File: src/rtl/spi_clkdiv_pkg.sv
package spi_clkdiv_pkg;

  localparam int FIELD_W = 8;
  localparam int LIN_W   = 4;
  localparam int EXP_W   = 3;

  typedef enum logic [2:0] {
    ST_IDLE,
    ST_LIN,
    ST_CLK,
    ST_NEXT,
    ST_FIN
  } search_st_t;

  // Split prescaler layout: exponent high bits sit above a reserved hole
  function automatic logic [FIELD_W-1:0] pack_field(input logic [LIN_W-1:0] lin,
                                                    input logic [EXP_W-1:0] ex);
    return {ex[2:1], 1'b0, ex[0], lin};
  endfunction

endpackage

File: src/rtl/spi_div_restoring.sv
module spi_div_restoring #(
  parameter int W = 32
) (
  input  logic         clk,
  input  logic         rst,
  input  logic         go_i,
  input  logic [W-1:0] dividend_i,
  input  logic [W-1:0] divisor_i,
  output logic         done_o,
  output logic [W-1:0] quot_o,
  output logic [W-1:0] rem_o
);
  localparam int CW = $clog2(W + 1);

  logic          busy_q, done_q;
  logic [CW-1:0] cnt_q;
  logic [W-1:0]  acc_q, qsh_q, dvs_q;
  logic [W:0]    shifted, diff;
  logic          fits;

  always_comb begin
    shifted = {acc_q, qsh_q[W-1]};
    fits    = shifted >= {1'b0, dvs_q};
    diff    = shifted - {1'b0, dvs_q};
  end

  always_ff @(posedge clk) begin
    if (rst) begin
      busy_q <= 1'b0;
      done_q <= 1'b0;
      cnt_q  <= '0;
      acc_q  <= '0;
      qsh_q  <= '0;
      dvs_q  <= '0;
    end else begin
      done_q <= 1'b0;
      if (go_i) begin
        busy_q <= 1'b1;
        cnt_q  <= CW'(W);
        acc_q  <= '0;
        qsh_q  <= dividend_i;
        dvs_q  <= divisor_i;
      end else if (busy_q) begin
        acc_q <= fits ? diff[W-1:0] : shifted[W-1:0];
        qsh_q <= {qsh_q[W-2:0], fits};
        cnt_q <= cnt_q - 1'b1;
        if (cnt_q == CW'(1)) begin
          busy_q <= 1'b0;
          done_q <= 1'b1;
        end
      end
    end
  end

  assign done_o = done_q;
  assign quot_o = qsh_q;
  assign rem_o  = acc_q;

  // the sequencer must never launch a division on top of a running one
  assert_go_idle_R3: assert property (@(posedge clk) disable iff (rst)
    go_i |-> !busy_q);
  // zero rates are filtered before they reach the divider
  assert_no_zero_div_R8: assert property (@(posedge clk) disable iff (rst)
    go_i |-> divisor_i != '0);
  // a finished division leaves a remainder below the divisor
  assert_rem_below_R3: assert property (@(posedge clk) disable iff (rst)
    done_q |-> acc_q < dvs_q);

endmodule

File: src/rtl/spi_div_best_tracker.sv
module spi_div_best_tracker
  import spi_clkdiv_pkg::*;
#(
  parameter int W = 32
) (
  input  logic             clk,
  input  logic             rst,
  input  logic             clear_i,
  input  logic [W-1:0]     init_err_i,
  input  logic             upd_i,
  input  logic [W-1:0]     err_i,
  input  logic [LIN_W-1:0] lin_i,
  input  logic [EXP_W-1:0] exp_i,
  output logic             found_o,
  output logic [LIN_W-1:0] best_lin_o,
  output logic [EXP_W-1:0] best_exp_o
);
  logic [W-1:0]     best_err_q;
  logic [LIN_W-1:0] best_lin_q;
  logic [EXP_W-1:0] best_exp_q;
  logic             take;

  assign take = upd_i && (err_i < best_err_q);

  always_ff @(posedge clk) begin
    if (rst) begin
      best_err_q <= '0;
      best_lin_q <= '0;
      best_exp_q <= '0;
    end else if (clear_i) begin
      best_err_q <= init_err_i;
      best_lin_q <= '0;
      best_exp_q <= '0;
    end else if (take) begin
      best_err_q <= err_i;
      best_lin_q <= lin_i;
      best_exp_q <= exp_i;
    end
  end

  assign found_o    = (best_lin_q != '0) || (best_exp_q != '0);
  assign best_lin_o = best_lin_q;
  assign best_exp_o = best_exp_q;

  // outside a clear the kept error can only shrink
  assert_err_monotonic_R4: assert property (@(posedge clk) disable iff (rst)
    !clear_i |=> best_err_q <= $past(best_err_q));
  // the candidate only ever changes to a strictly better one
  assert_strict_improve_R4: assert property (@(posedge clk) disable iff (rst)
    (!clear_i && upd_i && err_i >= best_err_q) |=> $stable(best_lin_q) && $stable(best_exp_q));

endmodule

File: src/rtl/spi_clkdiv_search.sv
module spi_clkdiv_search
  import spi_clkdiv_pkg::*;
#(
  parameter int W        = 32,
  parameter int EXP_N    = 8,
  parameter int LIN_MAX  = 15,
  parameter int LEG_MIN  = 4,
  parameter int LEG_MAX  = 30,
  parameter int LEG_BASE = 16
) (
  input  logic         clk,
  input  logic         rst,
  input  logic         start_i,
  input  logic         legacy_i,
  input  logic [31:0]  ref_hz_i,
  input  logic [31:0]  rate_hz_i,
  output logic         busy_o,
  output logic         done_o,
  output logic         reject_o,
  output logic [7:0]   field_o
);
  localparam int EW = $clog2(EXP_N);

  search_st_t       state_q;
  logic             busy_q, done_q, reject_q, legacy_q;
  logic [7:0]       field_q, pend_field_q;
  logic             pend_rej_q;
  logic [W-1:0]     ref_q, rate_q, q_cur_q;
  logic [EW-1:0]    exp_q, nxt_exp;
  logic [LIN_W-1:0] lin_q;
  logic             div_go_q;
  logic [W-1:0]     div_a_q, div_b_q;

  logic             div_done;
  logic [W-1:0]     div_quot, div_rem;
  logic [W:0]       lin_full;
  logic             lin_ok;
  logic [W+1:0]     even_d;
  logic             leg_rej;
  logic [7:0]       leg_d, leg_field;
  logic             trk_clear, trk_upd, trk_found;
  logic [W-1:0]     cand_err;
  logic [LIN_W-1:0] best_lin;
  logic [EXP_W-1:0] best_exp;

  spi_div_restoring #(.W(W)) u_div (
    .clk        (clk),
    .rst        (rst),
    .go_i       (div_go_q),
    .dividend_i (div_a_q),
    .divisor_i  (div_b_q),
    .done_o     (div_done),
    .quot_o     (div_quot),
    .rem_o      (div_rem)
  );

  // ceiling of the finished division, plus the legacy even/clamp rule
  always_comb begin
    lin_full = {1'b0, div_quot} + (W+1)'(div_rem != '0);
    lin_ok   = (lin_full != '0) && (lin_full <= (W+1)'(LIN_MAX));
    even_d   = {1'b0, lin_full} + (W+2)'(lin_full[0]);
    leg_rej  = even_d > (W+2)'(LEG_MAX);
    if (even_d < (W+2)'(LEG_MIN)) leg_d = 8'(LEG_MIN);
    else                          leg_d = even_d[7:0];
    leg_field = 8'(LEG_BASE) + {1'b0, leg_d[7:1]};
    nxt_exp   = exp_q + 1'b1;
    cand_err  = rate_q - div_quot;
  end

  assign trk_clear = (state_q == ST_IDLE) && start_i;
  assign trk_upd   = (state_q == ST_CLK) && div_done;

  spi_div_best_tracker #(.W(W)) u_best (
    .clk        (clk),
    .rst        (rst),
    .clear_i    (trk_clear),
    .init_err_i (rate_hz_i),
    .upd_i      (trk_upd),
    .err_i      (cand_err),
    .lin_i      (lin_q),
    .exp_i      (EXP_W'(exp_q)),
    .found_o    (trk_found),
    .best_lin_o (best_lin),
    .best_exp_o (best_exp)
  );

  always_ff @(posedge clk) begin
    if (rst) begin
      state_q      <= ST_IDLE;
      busy_q       <= 1'b0;
      done_q       <= 1'b0;
      reject_q     <= 1'b0;
      field_q      <= '0;
      legacy_q     <= 1'b0;
      pend_field_q <= '0;
      pend_rej_q   <= 1'b0;
      ref_q        <= '0;
      rate_q       <= '0;
      q_cur_q      <= '0;
      exp_q        <= '0;
      lin_q        <= '0;
      div_go_q     <= 1'b0;
      div_a_q      <= '0;
      div_b_q      <= '0;
    end else begin
      done_q   <= 1'b0;
      div_go_q <= 1'b0;
      case (state_q)
        ST_IDLE: begin
          if (start_i) begin
            ref_q    <= ref_hz_i;
            rate_q   <= rate_hz_i;
            legacy_q <= legacy_i;
            exp_q    <= '0;
            if (rate_hz_i == '0) begin
              done_q   <= 1'b1;
              reject_q <= 1'b1;
              field_q  <= '0;
            end else begin
              busy_q   <= 1'b1;
              div_go_q <= 1'b1;
              div_a_q  <= ref_hz_i;
              div_b_q  <= rate_hz_i;
              q_cur_q  <= ref_hz_i;
              state_q  <= ST_LIN;
            end
          end
        end
        ST_LIN: begin
          if (div_done) begin
            if (legacy_q) begin
              pend_rej_q   <= leg_rej;
              pend_field_q <= leg_rej ? 8'h00 : leg_field;
              state_q      <= ST_FIN;
            end else if (lin_ok) begin
              lin_q    <= lin_full[LIN_W-1:0];
              div_go_q <= 1'b1;
              div_a_q  <= q_cur_q;
              div_b_q  <= W'(lin_full[LIN_W-1:0]);
              state_q  <= ST_CLK;
            end else begin
              state_q <= ST_NEXT;
            end
          end
        end
        ST_CLK: begin
          if (div_done) state_q <= ST_NEXT;
        end
        ST_NEXT: begin
          if (exp_q == EW'(EXP_N - 1)) begin
            state_q <= ST_FIN;
          end else begin
            exp_q    <= nxt_exp;
            q_cur_q  <= ref_q >> nxt_exp;
            div_go_q <= 1'b1;
            div_a_q  <= ref_q >> nxt_exp;
            div_b_q  <= rate_q;
            state_q  <= ST_LIN;
          end
        end
        ST_FIN: begin
          done_q  <= 1'b1;
          busy_q  <= 1'b0;
          state_q <= ST_IDLE;
          if (legacy_q) begin
            reject_q <= pend_rej_q;
            field_q  <= pend_field_q;
          end else begin
            reject_q <= !trk_found;
            field_q  <= trk_found ? pack_field(best_lin, best_exp) : 8'h00;
          end
        end
        default: state_q <= ST_IDLE;
      endcase
    end
  end

  assign busy_o   = busy_q;
  assign done_o   = done_q;
  assign reject_o = reject_q;
  assign field_o  = field_q;

  assert_done_pulse_R2: assert property (@(posedge clk) disable iff (rst)
    done_q |=> !done_q);
  assert_done_idle_R2: assert property (@(posedge clk) disable iff (rst)
    done_q |-> !busy_q);
  assert_field_held_R2: assert property (@(posedge clk) disable iff (rst)
    !done_q |-> $stable(field_q) && $stable(reject_q));
  assert_reject_zero_R6: assert property (@(posedge clk) disable iff (rst)
    reject_q |-> field_q == 8'h00);
  assert_field_hole_R5: assert property (@(posedge clk) disable iff (rst)
    (done_q && !reject_q && !legacy_q) |-> (field_q[5] == 1'b0) && (field_q[3:0] != 4'h0));
  assert_legacy_range_R7: assert property (@(posedge clk) disable iff (rst)
    (done_q && !reject_q && legacy_q) |-> (field_q >= 8'(LEG_BASE + LEG_MIN/2)) &&
                                         (field_q <= 8'(LEG_BASE + LEG_MAX/2)));
  assert_capture_hold_R10: assert property (@(posedge clk) disable iff (rst)
    (busy_q && start_i) |=> $stable(ref_q) && $stable(rate_q) && $stable(legacy_q));
  assert_exp_bound_R3: assert property (@(posedge clk) disable iff (rst)
    (state_q == ST_CLK) |-> (lin_q != '0));

endmodule

File: config.mk
export PLATFORM = sky130hd
export DESIGN_NAME = spi_clkdiv_search
export DESIGN_NICKNAME = d
export VERILOG_FILES = /design/src/rtl/spi_clkdiv_pkg.sv /design/src/rtl/spi_div_restoring.sv /design/src/rtl/spi_div_best_tracker.sv /design/src/rtl/spi_clkdiv_search.sv
export SDC_FILE = /design/constraint.sdc
export NUM_CORES = 1
export LEC_CHECK = 0
export ABC_AREA = 0
export BUFFER_PORTS_ARGS = -buffer_cell sky130_fd_sc_hd__buf_2
export CAP_MARGIN = 20
export CORE_ASPECT_RATIO = 1.2
export CORE_MARGIN = 2
export CORE_UTILIZATION = 50
export DETAILED_ROUTE_END_ITERATION = 16
export PLACE_DENSITY_LB_ADDON = 0.25
export SYNTH_ARGS = -nofsm -noshare
export SYNTH_HDL_FRONTEND = slang
export SYNTH_SLANG_ARGS = --single-unit
File: constraint.sdc
create_clock -name clk -period 13.57 [get_ports clk]
set_input_delay 1.357 -clock clk [delete_from_list [all_inputs] [get_ports clk]]
set_output_delay 1.357 -clock clk [all_outputs]
set_load 0.02 [all_outputs]
== After elaboration in Yosys (flattened, before gate mapping) ==
Cells that the tools add are included.
W data, S select, Z words.

* Bits in registers: 335
* Bits in latches: 0
* Memory bits (writable): 0
* ROM bits: 0
* Input bits: 68
* Word-level logic and storage cells: 145
* Memories kept: 0

* Add/sub/neg operators: 7
* $mul: 0
* Div/mod/pow operators: 0
* Magnitude comparators: 5
* Eq/ne operators: 14
* Shift operators: 1
* Mux-type cells: 61
* Bitwise gates (word level): 2
* Reduce and logical (&&, ||, !) cells: 29

{| class="wikitable"
|+ Operators with widths
! kind !! count
|-
| $mux W32 || 17
|-
| $pmux W32 S3 || 2
|-
| $pmux W32 S2 || 1
|-
| $sub A32 B32 Y32 || 2
|-
| $mux W8 || 6
|-
| $add A33 B1 Y34 || 1
|-
| $gt A34 B5 Y1 const B || 1
|-
| $lt A34 B3 Y1 const B || 1
|-
| $add A32 B1 Y33 || 1
|-
| $ge A33 B32 Y1 || 1
|-
| $le A33 B4 Y1 const B || 1
|-
| $reduce_bool A33 Y1 || 1
|-
| $logic_not A32 Y1 || 1
|-
| $lt A32 B32 Y1 || 1
|-
| $reduce_bool A32 Y1 || 1
|-
| $shr A32 B3 Y32 || 1
|-
| $mux W3 || 8
|-
| $mux W1 || 18
|-
| $pmux W8 S2 || 1
|-
| $mux W6 || 2
|-
| $pmux W3 S4 || 1
|-
| $reduce_and A3 Y1 || 4
|-
| $reduce_and A4 Y1 || 3
|-
| $ne A2 B2 Y1 const B || 5
|-
| other kinds (23) || 38
|}

== Logic depth before layout (Yosys ltp) ==
* Word-level depth: 8
* Depth in mapped cells: 25
* Depth with buffers taken out: 24

== By module ==
From an unflattened synthesis, not the netlist that was laid out.

* Cells, all modules: 2843
* Area, all modules: 22315.2 µm²

{| class="wikitable"
|+ Modules (own cells, without submodules)
! module !! times used !! cells each !! area an instance (µm²)
|-
| spi_clkdiv_search || 1 || 1724 || 13331.5
|-
| spi_div_restoring || 1 || 787 || 6180.9
|-
| spi_div_best_tracker || 1 || 332 || 2802.7
|}

== Worst setup path before layout ==
No wires, ideal clock.

* Path type: register -> register
* Start point: register u_div.qsh_q[8], in the netlist u_div.quot_o[8]
* End point: register u_best.best_exp_q[0], in the netlist u_best.best_exp_o[0]
* Library setup time: 0.121 ns
* Data arrival time: 5.252 ns
* Data required time: 13.449 ns
* Path slack: 8.197 ns
* Cell stages (with the launch flop): 23
* Path buffers: 2
* Period minus slack after synthesis: 5.373 ns
* Path through: dfxtp_1 -> buf_2 -> clkinv_1 -> ha_1 -> a21o_1 -> a2111o_1 -> a211o_1 -> a31oi_1 -> nor3_1 -> a211oi_1 -> o21a_1 -> xnor2_1 -> ha_1 -> a21o_1 -> a2111oi_0 -> o21ai_0 -> or3_1 -> a221oi_1 -> o211ai_1 -> nand2_1 -> buf_1 -> mux2i_1 -> nor2_1

* Longest elaborated chain between the ends: 3

{| class="wikitable"
|+ Ends and longest elaborated chain
! what !! RTL line !! RTL
|-
| start, declared || spi_div_restoring.sv:17 || <nowiki>logic [W-1:0] acc_q, qsh_q, dvs_q;</nowiki>
|-
| start signal, assigned || spi_div_restoring.sv:41 || <nowiki>qsh_q <= dividend_i;</nowiki>
|-
| start signal, assigned || spi_div_restoring.sv:45 || <nowiki>qsh_q <= {qsh_q[W-2:0], fits};</nowiki>
|-
| $sub A32 B32 Y32 || spi_clkdiv_search.sv:67 || <nowiki>cand_err = rate_q - div_quot;</nowiki>
|-
| $lt A32 B32 Y1 || spi_div_best_tracker.sv:23 || <nowiki>assign take = upd_i && (err_i < best_err_q);</nowiki>
|-
| $logic_and A1 B1 Y1 || spi_div_best_tracker.sv:23 ||
|-
| end signal, assigned || spi_div_best_tracker.sv:37 || <nowiki>best_exp_q <= exp_i;</nowiki>
|-
| end, declared || spi_div_best_tracker.sv:20 || <nowiki>logic [EXP_W-1:0] best_exp_q;</nowiki>
|}

No other way between the ends.
A chain may end at the register's enable or synchronous reset.

== Worst setup path in the final report ==
* Start point: register u_div.qsh_q[8], in the netlist u_div.quot_o[8]
* End point: register u_best.best_err_q[2]

* Longest elaborated chain between the ends: 4

{| class="wikitable"
|+ Ends and longest elaborated chain
! what !! RTL line !! RTL
|-
| $sub A32 B32 Y32 || spi_clkdiv_search.sv:67 ||
|-
| $lt A32 B32 Y1 || spi_div_best_tracker.sv:23 ||
|-
| $logic_and A1 B1 Y1 || spi_div_best_tracker.sv:23 ||
|-
| $reduce_bool A2 Y1 (no line) || - ||
|-
| end signal, assigned || spi_div_best_tracker.sv:31 || <nowiki>best_err_q <= init_err_i;</nowiki>
|-
| end signal, assigned || spi_div_best_tracker.sv:35 || <nowiki>best_err_q <= err_i;</nowiki>
|-
| end, declared || spi_div_best_tracker.sv:18 || <nowiki>logic [W-1:0] best_err_q;</nowiki>
|}

No other way between the ends.

==> flow_metrics.tcl <==
set metrics [dict create \
    antenna_found_initial 4 \
    yosysUniqueCellTypes 83 \
    synth-seq-cells 335 \
    dp.cells 3141 \
    synthTopCellsByArea "dfxtp_1, mux2i_1, nor2_1, ha_1, nand2_1" \
    nets 2810 \
    startpoint_type "flip-flop" \
    leakage_uw 0.008394 \
    cts_sinks 335 \
    synth_common_cells "nor2_1, nand2_1, dfxtp_1" \
    max_stage_delay_ns 0.60 \
    grt_max_degree 159 \
    worstPathArrival_ns 7.08 \
    outcome "completed" \
    dpl.hpwl_mm 43.80 \
    synth_top_area_share_pct 31.85 \
    p_total_uw 5099 \
    slew_headroom_pct 37.81 \
    clock_skew_ns 0.02458 \
    die_area_sq_um 43770 \
    post_cts_buffers 0 \
    tightest_slew_ns 0.9329 \
    syn_avg_cell_area_sq_um 7.841 \
    worstPathCellList "clkinv_1 -> ha_1 -> a21o_1 -> a2111o_1 -> a211o_1 -> a31oi_1 -> nor3_1 -> a211oi_1 -> o21a_1 -> o21ai_0 -> xor2_1 -> ha_1 -> o21ai_0 -> a2111oi_0 -> a221oi_1 -> o211ai_1 -> nand2_1 -> buf_4 -> nor2_2 -> buf_4 -> nand2_1 -> a31oi_1" \
    clk_root_buffer_cell "clkbuf_16" \
    grt_pass1_vias 18510 \
    stdcell_count 3211 \
    dieHeight_um 228.8 \
    fmax_mhz 150.8 \
    final.setup.tns_ns 0 \
    wire_per_inst_um 19.08 \
    hold_viol 0 \
    grt_pass1_wl_mm 98.56 \
    setup_viol 0 \
    first_iter_violations 1378 \
    synth_top_cell_by_area "dfxtp_1" \
    synth_nets 2858 \
    drive_above_1_share_pct 9.122 \
    ant_nets 0 \
    slew_violations 0 \
    cellPowerDensity_nw_per_um2 221.8 \
    cts_tree "yes" \
    end_kind "flip-flop" \
    synth_area_sq_um 21050 \
    worstHoldPathType "reg2reg" \
    row_count 82 \
    ctsResizeCount 0 \
    yosysWarnings 0 \
    drc 0 \
    cts_buffer_depth 3 \
    numCtsBuffers 38 \
    ys.flop_type "dfxtp_1" \
    fp.dieW_um 191.3 \
    coreArea_sq_um 41660 \
    dr.pass1.iters 5 \
    ctsHoldBuffers 0 \
    yosysSeqAreaShare_pct 31.85 \
    syn_to_final_growth_pct 9.170 \
    peakVddDrop_mv 0.2221 \
    grt_overflow_total 0 \
    viasPerCell 6.049 \
    cp.required_ns 14.02 \
    clkTransAtPathRegs_ns 0.06 \
    drv_cap 0 \
    start_util_pct 50.54 \
    synth_edf_count 0 \
    place_congestion 0.9419 \
    h-tree-depth 2 \
    synth_cells 2685 \
    boundaryPins 79 \
    track_usage_pct 27.52 \
    async_flop_share_pct 0 \
    critPathKind "reg2reg" \
    slowest_stage "nor2_2" \
    num_vias 19420 \
    finalCritPeriodShare_pct 48.87 \
    wl_mm 61.25 \
    rsz0062_at_grt "false" \
    io_buffer_count 78 \
    min_period_ns 6.632 \
    crit_path_max_fanout 35 \
    synth.most_common_cell "nor2_1" \
    clkLatencyLatePin_ns 0.54 \
]
-- power breakdown --
| group | leakage [uW] | internal, uW | switching (uW) | total (uW) |
|---|---|---|---|---|
| clock | 0.000652 | 674 | 425 | 1100 |
| combinational | 0.00500 | 1090 | 1530 | 2620 |
| sequential | 0.00274 | 1180 | 209 | 1390 |
| total | 0.00839 | 2940 | 2160 | 5100 |
-- worst max-delay path: cells and delay by family, from the launching register on --
family,cells,cell delay [ns]
AO/OA/AOI/OAI,12,3.17
XOR/XNOR,1,0.22
adder cells (fa/ha/maj),2,0.73
buffers and inverters,3,0.92
flip-flops,1,0.56
AND/OR/NAND/NOR,4,0.91
-- cell families (layout without fill, tap and decap cells) --
| kind of cell | after synthesis | after routing | share of synthesized area, % |
|---|---|---|---|
| xor gates and xnor gates | 99 | 99 | 4.118 |
| other | 0 | 1 | 0 |
| AOI/OAI and AO/OA | 680 | 680 | 20.94 |
| adders and majority gates | 105 | 105 | 6.311 |
| and+or+nand+nor | 964 | 964 | 20.47 |
| buffers and inverters | 310 | 289 | 5.681 |
| DFF | 335 | 335 | 31.85 |
| muxes | 192 | 192 | 10.63 |
-- layer usage --
| metal | wire [um] | share of wire (%) | track usage (%) | vias up |
|---|---|---|---|---|
| li1 | - | - | - | 9481 |
| met1 | 25780 | 42 | 34.78 | 9220 |
| met2 | 30160 | 49 | 47.82 | 589 |
| met3 | 3467 | 5.7 | 3.854 | 126 |
| met4 | 1799 | 2.9 | 9.038 | 8 |
| met5 | 46 | 0.075 | 0 | - |
-- area by class of cell --
class                           count  area, sq um
Tap cell                          546        683.2
Sequential cell                   335         6718
Multi-Input combinational cell   2040        13190
Timing Repair Buffer              101        610.6
Clock inverter                     16        241.5
Fill cell                        3928        18670
Inverter                          121        454.2
Antenna cell                        1        2.502
Clock buffer                       51         1081
-- through the flow --
step	setup WS, ns	hold WS [ns]	instance area, sq um	util, %
detailed placement	7.084	0.4408	21620	51.90
floorplan	8.197	0.4208	21050	-
finish	6.938	0.4501	22980	55.18
CTS	7.028	0.4510	22940	55.08
global route	6.555	0.4666	22980	55.17
global placement	7.356	0.4373	21620	51.90
-- layout by cell type, fill, tap and decap left out, drive strengths merged, types with 15 or more instances in the layout --
master,instances
a211oi,93
a21o,37
a21oi,252
a22oi,15
a311oi,31
a31oi,42
buf,101
clkbuf,51
dfxtp,335
ha,103
inv,121
mux2i,156
mux4,24
nand2,341
nand2b,23
nand3,60
nand4,34
nor2,356
nor3,38
nor4,38
o211ai,36
o21ai,68
xnor2,79
xor2,20
-- worst paths after layout --
path	from	end	cells after the start	slack, ns
max reg2reg	u_div.quot_o[8]	u_best.best_err_q[2]	22	6.94
min	q_cur_q[15]	q_cur_q[15]	2	0.45
max	u_div.quot_o[8]	u_best.best_err_q[2]	22	6.94
min reg2reg	q_cur_q[15]	q_cur_q[15]	2	0.45
-- sequential cells by signal, summed over array words and instances (netlist names), 3 cells and up --
| signal | flops |
|---|---|
| div_a_q | 32 |
| div_b_q | 32 |
| exp_q | 3 |
| field_o | 8 |
| lin_q | 4 |
| pend_field_q | 8 |
| q_cur_q | 32 |
| rate_q | 32 |
| ref_q | 32 |
| state_q | 3 |
| u_best.best_err_q | 32 |
| u_best.best_exp_o | 3 |
| u_best.best_lin_o | 4 |
| u_div.cnt_q | 6 |
| u_div.dvs_q | 32 |
| u_div.quot_o | 32 |
| u_div.rem_o | 32 |
No activity file was read; power rests on OpenSTA's default activity.
